### config.mk
export PLATFORM = sky130hd
export DESIGN_NAME = nand_cmd_seq
export DESIGN_NICKNAME = d
export VERILOG_FILES = /design/src/rtl/nand_seq_pkg.sv /design/src/rtl/nand_strobe_gen.sv /design/src/rtl/nand_word_packer.sv /design/src/rtl/nand_cmd_seq.sv
export SDC_FILE = /design/constraint.sdc
export NUM_CORES = 1
export LEC_CHECK = 0
export CAP_MARGIN = 0
export CORE_UTILIZATION = 50
export CTS_CLUSTER_DIAMETER = 200
export DETAILED_ROUTE_END_ITERATION = 12
export PLACE_DENSITY = 0.72
export SYNTH_ARGS = -nofsm -noshare
export SYNTH_HDL_FRONTEND = slang
export SYNTH_SLANG_ARGS = --single-unit
### constraint.sdc
create_clock -name clk -period 3.35 [get_ports clk]
set_input_delay 0.8375 -clock clk [delete_from_list [all_inputs] [get_ports clk]]
set_output_delay 0.8375 -clock clk [all_outputs]
set_load 0.02 [all_outputs]
### src/rtl/nand_seq_pkg.sv
package nand_seq_pkg;

    typedef enum logic [2:0] {
        SQ_IDLE,
        SQ_CMD,
        SQ_ADDR,
        SQ_WAIT_LO,
        SQ_WAIT_HI,
        SQ_DATA,
        SQ_DONE
    } seq_state_t;

    typedef enum logic [1:0] {
        ST_OFF,
        ST_LOW,
        ST_HIGH
    } strobe_state_t;

    localparam int REG_W      = 32;
    localparam int OFS_W      = 5;
    localparam int ADDR_SLOTS = 5;

    localparam logic [OFS_W-1:0] OFS_CMD   = 5'h00;
    localparam logic [OFS_W-1:0] OFS_CFG   = 5'h04;
    localparam logic [OFS_W-1:0] OFS_ADR0  = 5'h08;
    localparam logic [OFS_W-1:0] OFS_ADR1  = 5'h0C;
    localparam logic [OFS_W-1:0] OFS_MAIN  = 5'h10;
    localparam logic [OFS_W-1:0] OFS_SPARE = 5'h14;

endpackage

### src/rtl/nand_strobe_gen.sv
// Produces one low/high strobe cycle each time it is enabled from ST_OFF.
module nand_strobe_gen
    import nand_seq_pkg::*;
#(
    parameter int TW = 4
) (
    input  logic          clk,
    input  logic          rst,
    input  logic          en,
    input  logic [TW-1:0] low_clks,
    input  logic [TW-1:0] high_clks,
    output logic          active_low,
    output logic          last_low,
    output logic          fin
);

    strobe_state_t st;
    logic [TW-1:0] cnt;
    logic [TW-1:0] low_n;
    logic [TW-1:0] high_n;

    assign low_n  = (low_clks  == '0) ? TW'(1) : low_clks;
    assign high_n = (high_clks == '0) ? TW'(1) : high_clks;

    always_ff @(posedge clk) begin
        if (rst) begin
            st  <= ST_OFF;
            cnt <= '0;
        end else begin
            unique case (st)
                ST_OFF: begin
                    if (en) begin
                        st  <= ST_LOW;
                        cnt <= low_n;
                    end
                end
                ST_LOW: begin
                    if (!en) begin
                        st <= ST_OFF;
                    end else if (cnt == TW'(1)) begin
                        st  <= ST_HIGH;
                        cnt <= high_n;
                    end else begin
                        cnt <= cnt - TW'(1);
                    end
                end
                ST_HIGH: begin
                    if (!en || cnt == TW'(1)) begin
                        st <= ST_OFF;
                    end else begin
                        cnt <= cnt - TW'(1);
                    end
                end
                default: st <= ST_OFF;
            endcase
        end
    end

    assign active_low = (st == ST_LOW);
    assign last_low   = (st == ST_LOW)  && (cnt == TW'(1));
    assign fin        = (st == ST_HIGH) && (cnt == TW'(1));

endmodule

### src/rtl/nand_word_packer.sv
// Collects bytes big-endian into a word; flushes on a full word or the last byte.
module nand_word_packer #(
    parameter int WORD_W = 32
) (
    input  logic              clk,
    input  logic              rst,
    input  logic              clear,
    input  logic              byte_vld,
    input  logic [7:0]        byte_in,
    input  logic              byte_last,
    output logic              word_vld,
    output logic [WORD_W-1:0] word
);

    localparam int BPW = WORD_W / 8;
    localparam int PW  = (BPW > 1) ? $clog2(BPW) : 1;

    logic [PW-1:0]     pos;
    logic [WORD_W-1:0] acc;
    logic [WORD_W-1:0] merged;
    logic              full;

    always_comb begin
        merged = acc;
        merged[8*(BPW-1-int'(pos)) +: 8] = byte_in;
    end

    assign full = (int'(pos) == BPW - 1);

    always_ff @(posedge clk) begin
        if (rst || clear) begin
            pos      <= '0;
            acc      <= '0;
            word     <= '0;
            word_vld <= 1'b0;
        end else begin
            word_vld <= 1'b0;
            if (byte_vld) begin
                if (full || byte_last) begin
                    word     <= merged;
                    word_vld <= 1'b1;
                    acc      <= '0;
                    pos      <= '0;
                end else begin
                    acc <= merged;
                    pos <= pos + PW'(1);
                end
            end
        end
    end

endmodule

### src/rtl/nand_cmd_seq.sv
module nand_cmd_seq
    import nand_seq_pkg::*;
#(
    parameter int CNT_W       = 12,
    parameter int TW          = 4,
    parameter int MAIN_BYTES  = 2048,
    parameter int SYNC_STAGES = 2
) (
    input  logic             clk,
    input  logic             rst,
    input  logic             reg_wr,
    input  logic [OFS_W-1:0] reg_addr,
    input  logic [REG_W-1:0] reg_wdata,
    output logic [REG_W-1:0] reg_rdata,
    output logic             nf_cle,
    output logic             nf_ale,
    output logic             nf_we_n,
    output logic             nf_re_n,
    output logic [7:0]       nf_io_out,
    output logic             nf_io_oe,
    input  logic [7:0]       nf_io_in,
    input  logic             nf_rb,
    output logic             mem_valid,
    output logic [REG_W-1:0] mem_addr,
    output logic [REG_W-1:0] mem_data,
    output logic             done
);

    localparam int MAIN_WORDS = MAIN_BYTES / 4;
    localparam int CFG_W      = 2 * TW;
    localparam int SLOT_W     = $clog2(ADDR_SLOTS);

    seq_state_t state, state_nx;

    logic [CFG_W-1:0]      cfg_q;
    logic [REG_W-1:0]      addr0_q, addr1_q, main_q, spare_q;
    logic [ADDR_SLOTS-1:0] pend_q;
    logic [7:0]            opc_q;
    logic                  wait_q, data_q;
    logic [CNT_W-1:0]      left_q;
    logic [CNT_W-1:0]      wcnt_q;
    logic [REG_W-1:0]      ptr_q;
    logic [SYNC_STAGES-1:0] rb_sync;

    logic                  busy, start_wr, rb_s;
    logic                  stb_en, stb_low, stb_last, stb_fin;
    logic                  byte_take, word_vld;
    logic [REG_W-1:0]      word;
    logic [SLOT_W-1:0]     cur_slot;
    logic [ADDR_SLOTS-1:0] pend_nx;
    logic [7:0]            slot_byte [ADDR_SLOTS];

    // mask bit (ADDR_SLOTS-1-s) selects slot s; lowest pending slot goes first
    function automatic logic [SLOT_W-1:0] pick_slot(input logic [ADDR_SLOTS-1:0] m);
        logic [SLOT_W-1:0] r;
        r = '0;
        for (int i = 0; i < ADDR_SLOTS; i++) begin
            if (m[i]) r = SLOT_W'(ADDR_SLOTS - 1 - i);
        end
        return r;
    endfunction

    assign busy     = (state != SQ_IDLE);
    assign start_wr = reg_wr && (reg_addr == OFS_CMD) && reg_wdata[31] && !busy;
    assign rb_s     = rb_sync[SYNC_STAGES-1];
    assign cur_slot = pick_slot(pend_q);
    assign pend_nx  = pend_q & ~(ADDR_SLOTS'(1) << (ADDR_SLOTS - 1 - int'(cur_slot)));

    always_comb begin
        slot_byte[0] = addr0_q[15:8];
        slot_byte[1] = addr0_q[7:0];
        slot_byte[2] = addr1_q[23:16];
        slot_byte[3] = addr1_q[15:8];
        slot_byte[4] = addr1_q[7:0];
    end

    // ---------------- state register ----------------
    always_ff @(posedge clk) begin
        if (rst) state <= SQ_IDLE;
        else     state <= state_nx;
    end

    // ---------------- next state ----------------
    always_comb begin
        state_nx = state;
        unique case (state)
            SQ_IDLE: if (start_wr) state_nx = SQ_CMD;
            SQ_CMD: begin
                if (stb_fin) begin
                    if (pend_q != '0) state_nx = SQ_ADDR;
                    else if (wait_q)  state_nx = SQ_WAIT_LO;
                    else if (data_q)  state_nx = SQ_DATA;
                    else              state_nx = SQ_DONE;
                end
            end
            SQ_ADDR: begin
                if (stb_fin) begin
                    if (pend_nx != '0) state_nx = SQ_ADDR;
                    else if (wait_q)   state_nx = SQ_WAIT_LO;
                    else if (data_q)   state_nx = SQ_DATA;
                    else               state_nx = SQ_DONE;
                end
            end
            SQ_WAIT_LO: if (!rb_s) state_nx = SQ_WAIT_HI;
            SQ_WAIT_HI: if (rb_s)  state_nx = data_q ? SQ_DATA : SQ_DONE;
            SQ_DATA:    if (stb_fin && left_q == '0) state_nx = SQ_DONE;
            SQ_DONE:    state_nx = SQ_IDLE;
            default:    state_nx = SQ_IDLE;
        endcase
    end

    // ---------------- outputs ----------------
    always_comb begin
        nf_cle    = (state == SQ_CMD);
        nf_ale    = (state == SQ_ADDR);
        nf_io_oe  = (state == SQ_CMD) || (state == SQ_ADDR);
        nf_we_n   = !(stb_low && nf_io_oe);
        nf_re_n   = !(stb_low && (state == SQ_DATA));
        nf_io_out = 8'h00;
        if (state == SQ_CMD)  nf_io_out = opc_q;
        if (state == SQ_ADDR) nf_io_out = slot_byte[cur_slot];
        done      = (state == SQ_DONE);
        stb_en    = nf_io_oe || (state == SQ_DATA);
        byte_take = (state == SQ_DATA) && stb_last;
        mem_valid = word_vld;
        mem_data  = word;
        mem_addr  = ptr_q;
    end

    // ---------------- register file ----------------
    always_ff @(posedge clk) begin
        if (rst) begin
            cfg_q   <= '0;
            addr0_q <= '0;
            addr1_q <= '0;
            main_q  <= '0;
            spare_q <= '0;
        end else if (reg_wr) begin
            case (reg_addr)
                OFS_CFG:   cfg_q   <= reg_wdata[CFG_W-1:0];
                OFS_ADR0:  addr0_q <= reg_wdata;
                OFS_ADR1:  addr1_q <= reg_wdata;
                OFS_MAIN:  main_q  <= reg_wdata;
                OFS_SPARE: spare_q <= reg_wdata;
                default: ;
            endcase
        end
    end

    always_comb begin
        case (reg_addr)
            OFS_CMD:   reg_rdata = {busy, {(REG_W-1){1'b0}}};
            OFS_CFG:   reg_rdata = REG_W'(cfg_q);
            OFS_ADR0:  reg_rdata = addr0_q;
            OFS_ADR1:  reg_rdata = addr1_q;
            OFS_MAIN:  reg_rdata = main_q;
            OFS_SPARE: reg_rdata = spare_q;
            default:   reg_rdata = '0;
        endcase
    end

    // ---------------- operation datapath ----------------
    always_ff @(posedge clk) begin
        if (rst) begin
            pend_q  <= '0;
            opc_q   <= '0;
            wait_q  <= 1'b0;
            data_q  <= 1'b0;
            left_q  <= '0;
            wcnt_q  <= '0;
            ptr_q   <= '0;
            rb_sync <= '1;
        end else begin
            rb_sync <= {rb_sync[SYNC_STAGES-2:0], nf_rb};
            if (start_wr) begin
                pend_q <= reg_wdata[28:24];
                opc_q  <= reg_wdata[23:16];
                wait_q <= reg_wdata[15];
                data_q <= reg_wdata[13] && reg_wdata[12] && (reg_wdata[CNT_W-1:0] != '0);
                left_q <= reg_wdata[CNT_W-1:0];
                wcnt_q <= '0;
                ptr_q  <= main_q;
            end
            if (state == SQ_ADDR && stb_fin) pend_q <= pend_nx;
            if (byte_take) left_q <= left_q - CNT_W'(1);
            if (word_vld) begin
                wcnt_q <= wcnt_q + CNT_W'(1);
                if (int'(wcnt_q) == MAIN_WORDS - 1) ptr_q <= spare_q;
                else                                ptr_q <= ptr_q + REG_W'(4);
            end
        end
    end

    nand_strobe_gen #(.TW(TW)) u_strobe (
        .clk       (clk),
        .rst       (rst),
        .en        (stb_en),
        .low_clks  (cfg_q[TW-1:0]),
        .high_clks (cfg_q[CFG_W-1:TW]),
        .active_low(stb_low),
        .last_low  (stb_last),
        .fin       (stb_fin)
    );

    nand_word_packer #(.WORD_W(REG_W)) u_pack (
        .clk      (clk),
        .rst      (rst),
        .clear    (start_wr),
        .byte_vld (byte_take),
        .byte_in  (nf_io_in),
        .byte_last(left_q == CNT_W'(1)),
        .word_vld (word_vld),
        .word     (word)
    );

endmodule

# Word level (Yosys, flattened, before mapping)
# Cells that the tools add are included.
# W data, S select, Z words.
[op_classes]
add_sub_neg = 8
n_lt_le_gt_ge = 1
eq_ne = 28
n_shift = 3
muxes = 47
n_bitwise = 4
n_reduce_logical = 45
[ops]
columns = ["cell", "n"]
rows = [
  ["$pmux W32 S6", 1],
  ["$mux W32", 4],
  ["$mux W12", 4],
  ["$mux W3", 14],
  ["$neg A32 Y33", 1],
  ["$shift A8 B33 Y32 const A", 1],
  ["$shiftx A8 B33 Y32", 1],
  ["$add A32 B3 Y32 const B", 1],
  ["$bwmux W32", 1],
  ["$mux W8", 4],
  ["$shl A1 B32 Y5 const A", 1],
  ["$bmux W8 S3", 1],
  ["$mux W4", 6],
  ["$pmux W3 S6", 1],
  ["$add A12 B1 Y12 const B", 1],
  ["$eq A12 B1 Y1 const B", 1],
  ["$eq A12 B10 Y1 const B", 1],
  ["$logic_and A1 B1 Y1", 12],
  ["$logic_not A12 Y1", 1],
  ["$mux W2", 6],
  ["$ne A2 B1 Y1 const B", 6],
  ["$pmux W4 S3", 1],
  ["$reduce_and A2 Y1", 6],
  ["$reduce_bool A12 Y1", 1],
  ["other kinds (37)", 59],
]
[word_totals]
ff_bits = 285
in_bits = 49
word_cells = 156

# Logic depth before layout (Yosys ltp)
[depth]
ltp_word = 13
depth_mapped = 11

# By module
# From an unflattened synthesis, not the netlist that was laid out.
[hier_totals]
hier_cells = 1673
area_unflattened_um2 = 13660.6
[modules_own_cells]
columns = ["module", "n_inst", "cells_each", "area_each_um2"]
rows = [
  ["nand_cmd_seq", 1, 1349, 10507.6],
  ["nand_word_packer", 1, 260, 2631.3],
  ["nand_strobe_gen", 1, 64, 521.8],
]

# Least setup slack after synthesis
# No wires, ideal clock.
[synth_timing]
path_type = "input to output"
startpoint = "in reg_addr[2]"
endpoint = "out reg_rdata[10]"
arrival_time_ns = 2.378
path_slack_ns = 0.135
path_stages = 5
path_buffers = 3
cell_sequence = "clkbuf_1 -> buf_2 -> buf_1 -> mux2i_1 -> o22ai_1"
[synth_via]
elab_chain_cells = 2
word_cells_on_any_way = 7
classes_between = "5 x eq/ne; 1 x mux; 1 x reduce/logical"
[synth_lines]
columns = ["element", "line", "text"]
rows = [
  ["from (decl)", "nand_cmd_seq.sv:12", "input logic [OFS_W-1:0] reg_addr,"],
  ["$eq A5 B5 Y1, or another cell as far along", "nand_cmd_seq.sv:151", "case (reg_addr)"],
  ["$pmux W32 S6 (*)", "nand_cmd_seq.sv:151", ""],
  ["to (decl)", "nand_cmd_seq.sv:14", "output logic [REG_W-1:0] reg_rdata,"],
]
# Every way passes the cells marked *; elsewhere a longest branch is shown, timed or not.

# Worst setup path after layout
[layout_timing]
startpoint = "reg pend_q[1]"
endpoint = "out nf_io_out[3]"
[layout_via]
elab_chain_cells = 9
[layout_lines]
columns = ["element", "line", "text"]
rows = [
  ["from (decl)", "nand_cmd_seq.sv:37", "logic [ADDR_SLOTS-1:0] pend_q;"],
  ["from (signal assigned)", "nand_cmd_seq.sv:176", "pend_q <= reg_wdata[28:24];"],
  ["from (signal assigned)", "nand_cmd_seq.sv:184", "if (state == SQ_ADDR && stb_fin) pend_q <= pend_nx;"],
  ["$mux W3 (4 in a row)", "nand_cmd_seq.sv:58", "if (m[i]) r = SLOT_W'(ADDR_SLOTS - 1 - i);"],
  ["$not A3 Y4 (implied by the code)", "nand_cmd_seq.sv:121", "if (state == SQ_ADDR) nf_io_out = slot_byte[cur_slot];"],
  ["$bmux W8 S3", "nand_cmd_seq.sv:121", ""],
  ["$mux W8 (implied by the code) (2 in a row)", "nand_cmd_seq.sv:121", ""],
  ["$mux W8", "nand_cmd_seq.sv:121", ""],
  ["to (decl)", "nand_cmd_seq.sv:19", "output logic [7:0] nf_io_out,"],
]
# Every way passes these cells. The select of a mux whose other input is x is not followed.

==> results.md <==
* Area after DPL at approximately 16000 um^2
* Clock buffer depth at 3
* Inst Count DP at approximately 2300
* WL final at 44800 um
* Antenna violations before repair at 1
* Slew at the pin with the worst max-slew slack at about 0.86 ns
* Relative slew slack at 0.425
* Cell area after layout at 17300 um^2
* Drc violations at 0
* Finished Layout Cells at 2327
* Nets at around 2000
* Post-synth ARST share at 0
* Synth top area share at 0.403
* Worst EP arrival at 2.45 ns
* Ys Warns at 0
* P_sw at between 1.5 and 2 mW
* Routability cong. at around 0.94
* Post-Syn Area at roughly 14000 um^2
* Setup Fix Bufs, Post-CTS at 0
* Post-synth top area cell: dfxtp_1
* Fin. max-slew vios at 0
* Switch share at 0.223
* Total grt overflow at 0
* Number of synthesized flops with an enable pin at 0
* Crit path launch type: flip-flop
* DP Worst Slack at -0.619 ns
* Synthesized area per cell at around 7.9 um^2
* Final Power at 7.40 mW
* CP max FO at 8
* Top cells by area, synth: dfxtp_1 (40%), nand2_1 (11%), mux2i_1 (7.1%)
* Top FF cell, synth: dfxtp_1
* DR vias/cell at between 5 and 6
* Max_cap viols at 0
* Total CTS buffers at 29
* # rows at 61
* Die area at slightly below 30000 um^2
* Synthesized net count at 1866
* Worst skew pair latency at roughly 0.57 ns
* FF+latch count, synth at approximately 290
* Critical Path End Type: output port
* Sequential share of the synthesized area at 0.403
* Worst endpoint required time at about 2.5 ns
* Number of hold violations in the final report at 0
* Clock share of power at 0.492
* Met2 GRT Util at 0.489
* Combinational Power Share at 0.045
* Overall routing resource usage at 0.303
* Distinct cell type count after synthesis at about 80
* Status: complete, no violations
* Clock Skews at 0.0221 ns
* CTS H-tree depth at 1
* Pwr dens at ~430 nW/um^2
* Sequential share of power at 0.462
* Die Wd at about 170 um
* WHS Path Cells at 1
* Clk slew on worst S/H paths at roughly 0.06 ns
* Post-DP HPWL at roughly 31000 um
* ANT cells at 0
* PortBufs at roughly 160
* Met1 Use GR at 0.412
* Antenna Nets Post-Route at 0
* Iteration-0 DRC Markers at about 1400
* CTS tree: done
* Largest net degree at the start of global routing at just under 90
* RSZ-0062 raised after global routing: false
* Leak pwr at slightly above 6 nW
* Clk sinks at 285
* WL per Instance at just under 20 um
* WS Path Type: reg -> out
* Io pins at between 150 and 200
* Min-Delay Path Class: reg -> reg
* Max IR drop VDD at 0.386 mV
* Most used routing layer: met2
* Final setup violating endpoints at 0
* Worst Setup Slack, final at around 0.065 ns
* R2r worst-path depth at 10
* Met3 usage at 0.0363
* Min cycle time layout at 3.29 ns
* Syn Inst Count at 1801
* Internal power at roughly 5.7 mW
* Hold-fix buffers at CTS at 0
* Final Cycle Share at 0.981
* Share of layout cells above drive strength 1 at 0.114
* Area Growth Syn to Fin at 22.4%
* CTS Root Cell: clkbuf_16
* Chip height at ~170 um
* Initial Util at 0.509
* Total number of vias at about 14000
* Max Freq at a little over 300 MHz
* Core area at between 20000 and 30000 um^2
* Vias in the first global route at approximately 13000
* First-pass GRT wire length at a little under 70000 um
* DRT Pass-1 Iters at 5
## worst max-delay path: stages, from the launching register on
cell	delay (ns)
dfxtp_1	0.36
or4_4	0.56
or2_2	0.31
nor2_1	0.11
buf_4	0.16
a22oi_1	0.09
o21ai_2	0.11
buf_4	0.18
## per-layer routing
| layer | wire length, um | share of wire |
|---|---|---|
| met4 | 1670 | 0.037 |
| met2 | 20300 | 0.45 |
| met3 | 3290 | 0.073 |
| met1 | 19500 | 0.43 |
| met5 | 16 | 0.00036 |
## Yosys cell counts, types with 13 or more instances
library cell  count
a21oi_1         193
a22o_1           19
a22oi_1          50
a31oi_1          18
buf_2            15
clkbuf_1        100
dfxtp_1         285
ha_1             16
inv_1            49
mux2_2           15
mux2i_1         100
nand2_1         406
nand3_1          34
nor2_1          124
nor3_1           31
o211ai_1         14
o21ai_0          70
o22ai_1          26
o31ai_1          13
## per-stage QoR
step	TNS, ns	utilization	hold slack [ns]
6_report	0	0.623	0.426
5_1_grt	0	0.623	0.426
4_1_cts	0	0.622	0.424
3_5_place_dp	-17.09	0.588	0.404
3_3_place_gp	-15.66	0.588	0.394
2_1_floorplan	0	-	0.389
## state kept, by name (all words and copies together) (netlist names), 12 cells and up
name         cells
addr1_q         32
wcnt_q          12
mem_addr        32
spare_q         32
addr0_q         32
u_pack.word     32
u_pack.acc      32
main_q          32
left_q          12
## cells by family (layout without fill, tap and decap cells)
logic type | count (synthesis) | count (layout) | synth area share
AND/OR/NAND/NOR | 706 | 706 | 0.226
XOR/XNOR | 22 | 22 | 0.0136
adder cells (fa/ha/maj) | 16 | 16 | 0.0142
multiplexers | 115 | 115 | 0.0827
buffers and inverters | 183 | 331 | 0.0529
AO/OA/AOI/OAI | 474 | 474 | 0.208
flip-flops | 285 | 285 | 0.403
## final cells by class
type / count / area (um^2)
tap: 378 / 473
clock inverter: 17 / 278
inverter: 50 / 188
fill: 2487 / 10500
sequential: 285 / 5710
multi-input combinational: 1333 / 7770
clock buffer: 36 / 792
timing repair buffer: 228 / 2110
## timing repair
item,CTS,global route
pin swaps,1,3
resized for setup,201,14
endpoints found under the setup margin,40,27
endpoints found under the hold margin,0,0
cloned,0,0
## power groups by stage
stage	Combinational [mW]	Sequential (mW)	Clock, mW
global route	0.351	3.42	3.82
finish	0.336	3.42	3.64
floorplan	0.147	3.49	0
global placement	0.325	3.49	0
detailed placement	0.326	3.49	0
CTS	0.330	3.42	3.68
## placed cells by master, fill, tap and decap left out, types with 7 or more instances in the layout
cell type and instances:
o31ai_1 13, mux2i_1 100, a21oi_1 193, nand4_1 8, xnor2_1 12, clkinv_2 8, buf_2 24, ha_1 16
o21ai_2 8, xor2_1 10, a22oi_1 50, or3_1 12, nor2_1 122, buf_12 11, nand2_1 404, bufinv_16 7
o21a_1 9, nor3_1 31, mux2_2 15, a31oi_1 18, dfxtp_1 285, buf_4 72, clkbuf_16 29, inv_1 49
clkdlybuf4s50_1 113, nand3_1 33, o22ai_1 26, a22o_1 19, and3_1 9, nor4_1 11, o21ai_0 62, o211ai_1 14
o221ai_1 8
## final timing paths
kind                               start                     to  slack (ns)
hold reg to reg    rb_sync[0]$_SDFF_PP1_  rb_sync[1]$_SDFF_PP1_        0.43
setup reg to reg  pend_q[3]$_SDFFE_PP0P_  state[1]$_SDFFE_PP0P_        0.41
hold / removal     rb_sync[0]$_SDFF_PP1_  rb_sync[1]$_SDFF_PP1_        0.43
setup / recovery  pend_q[1]$_SDFFE_PP0P_           nf_io_out[3]        0.06
Note: power is estimated with default switching activity, not from simulation.
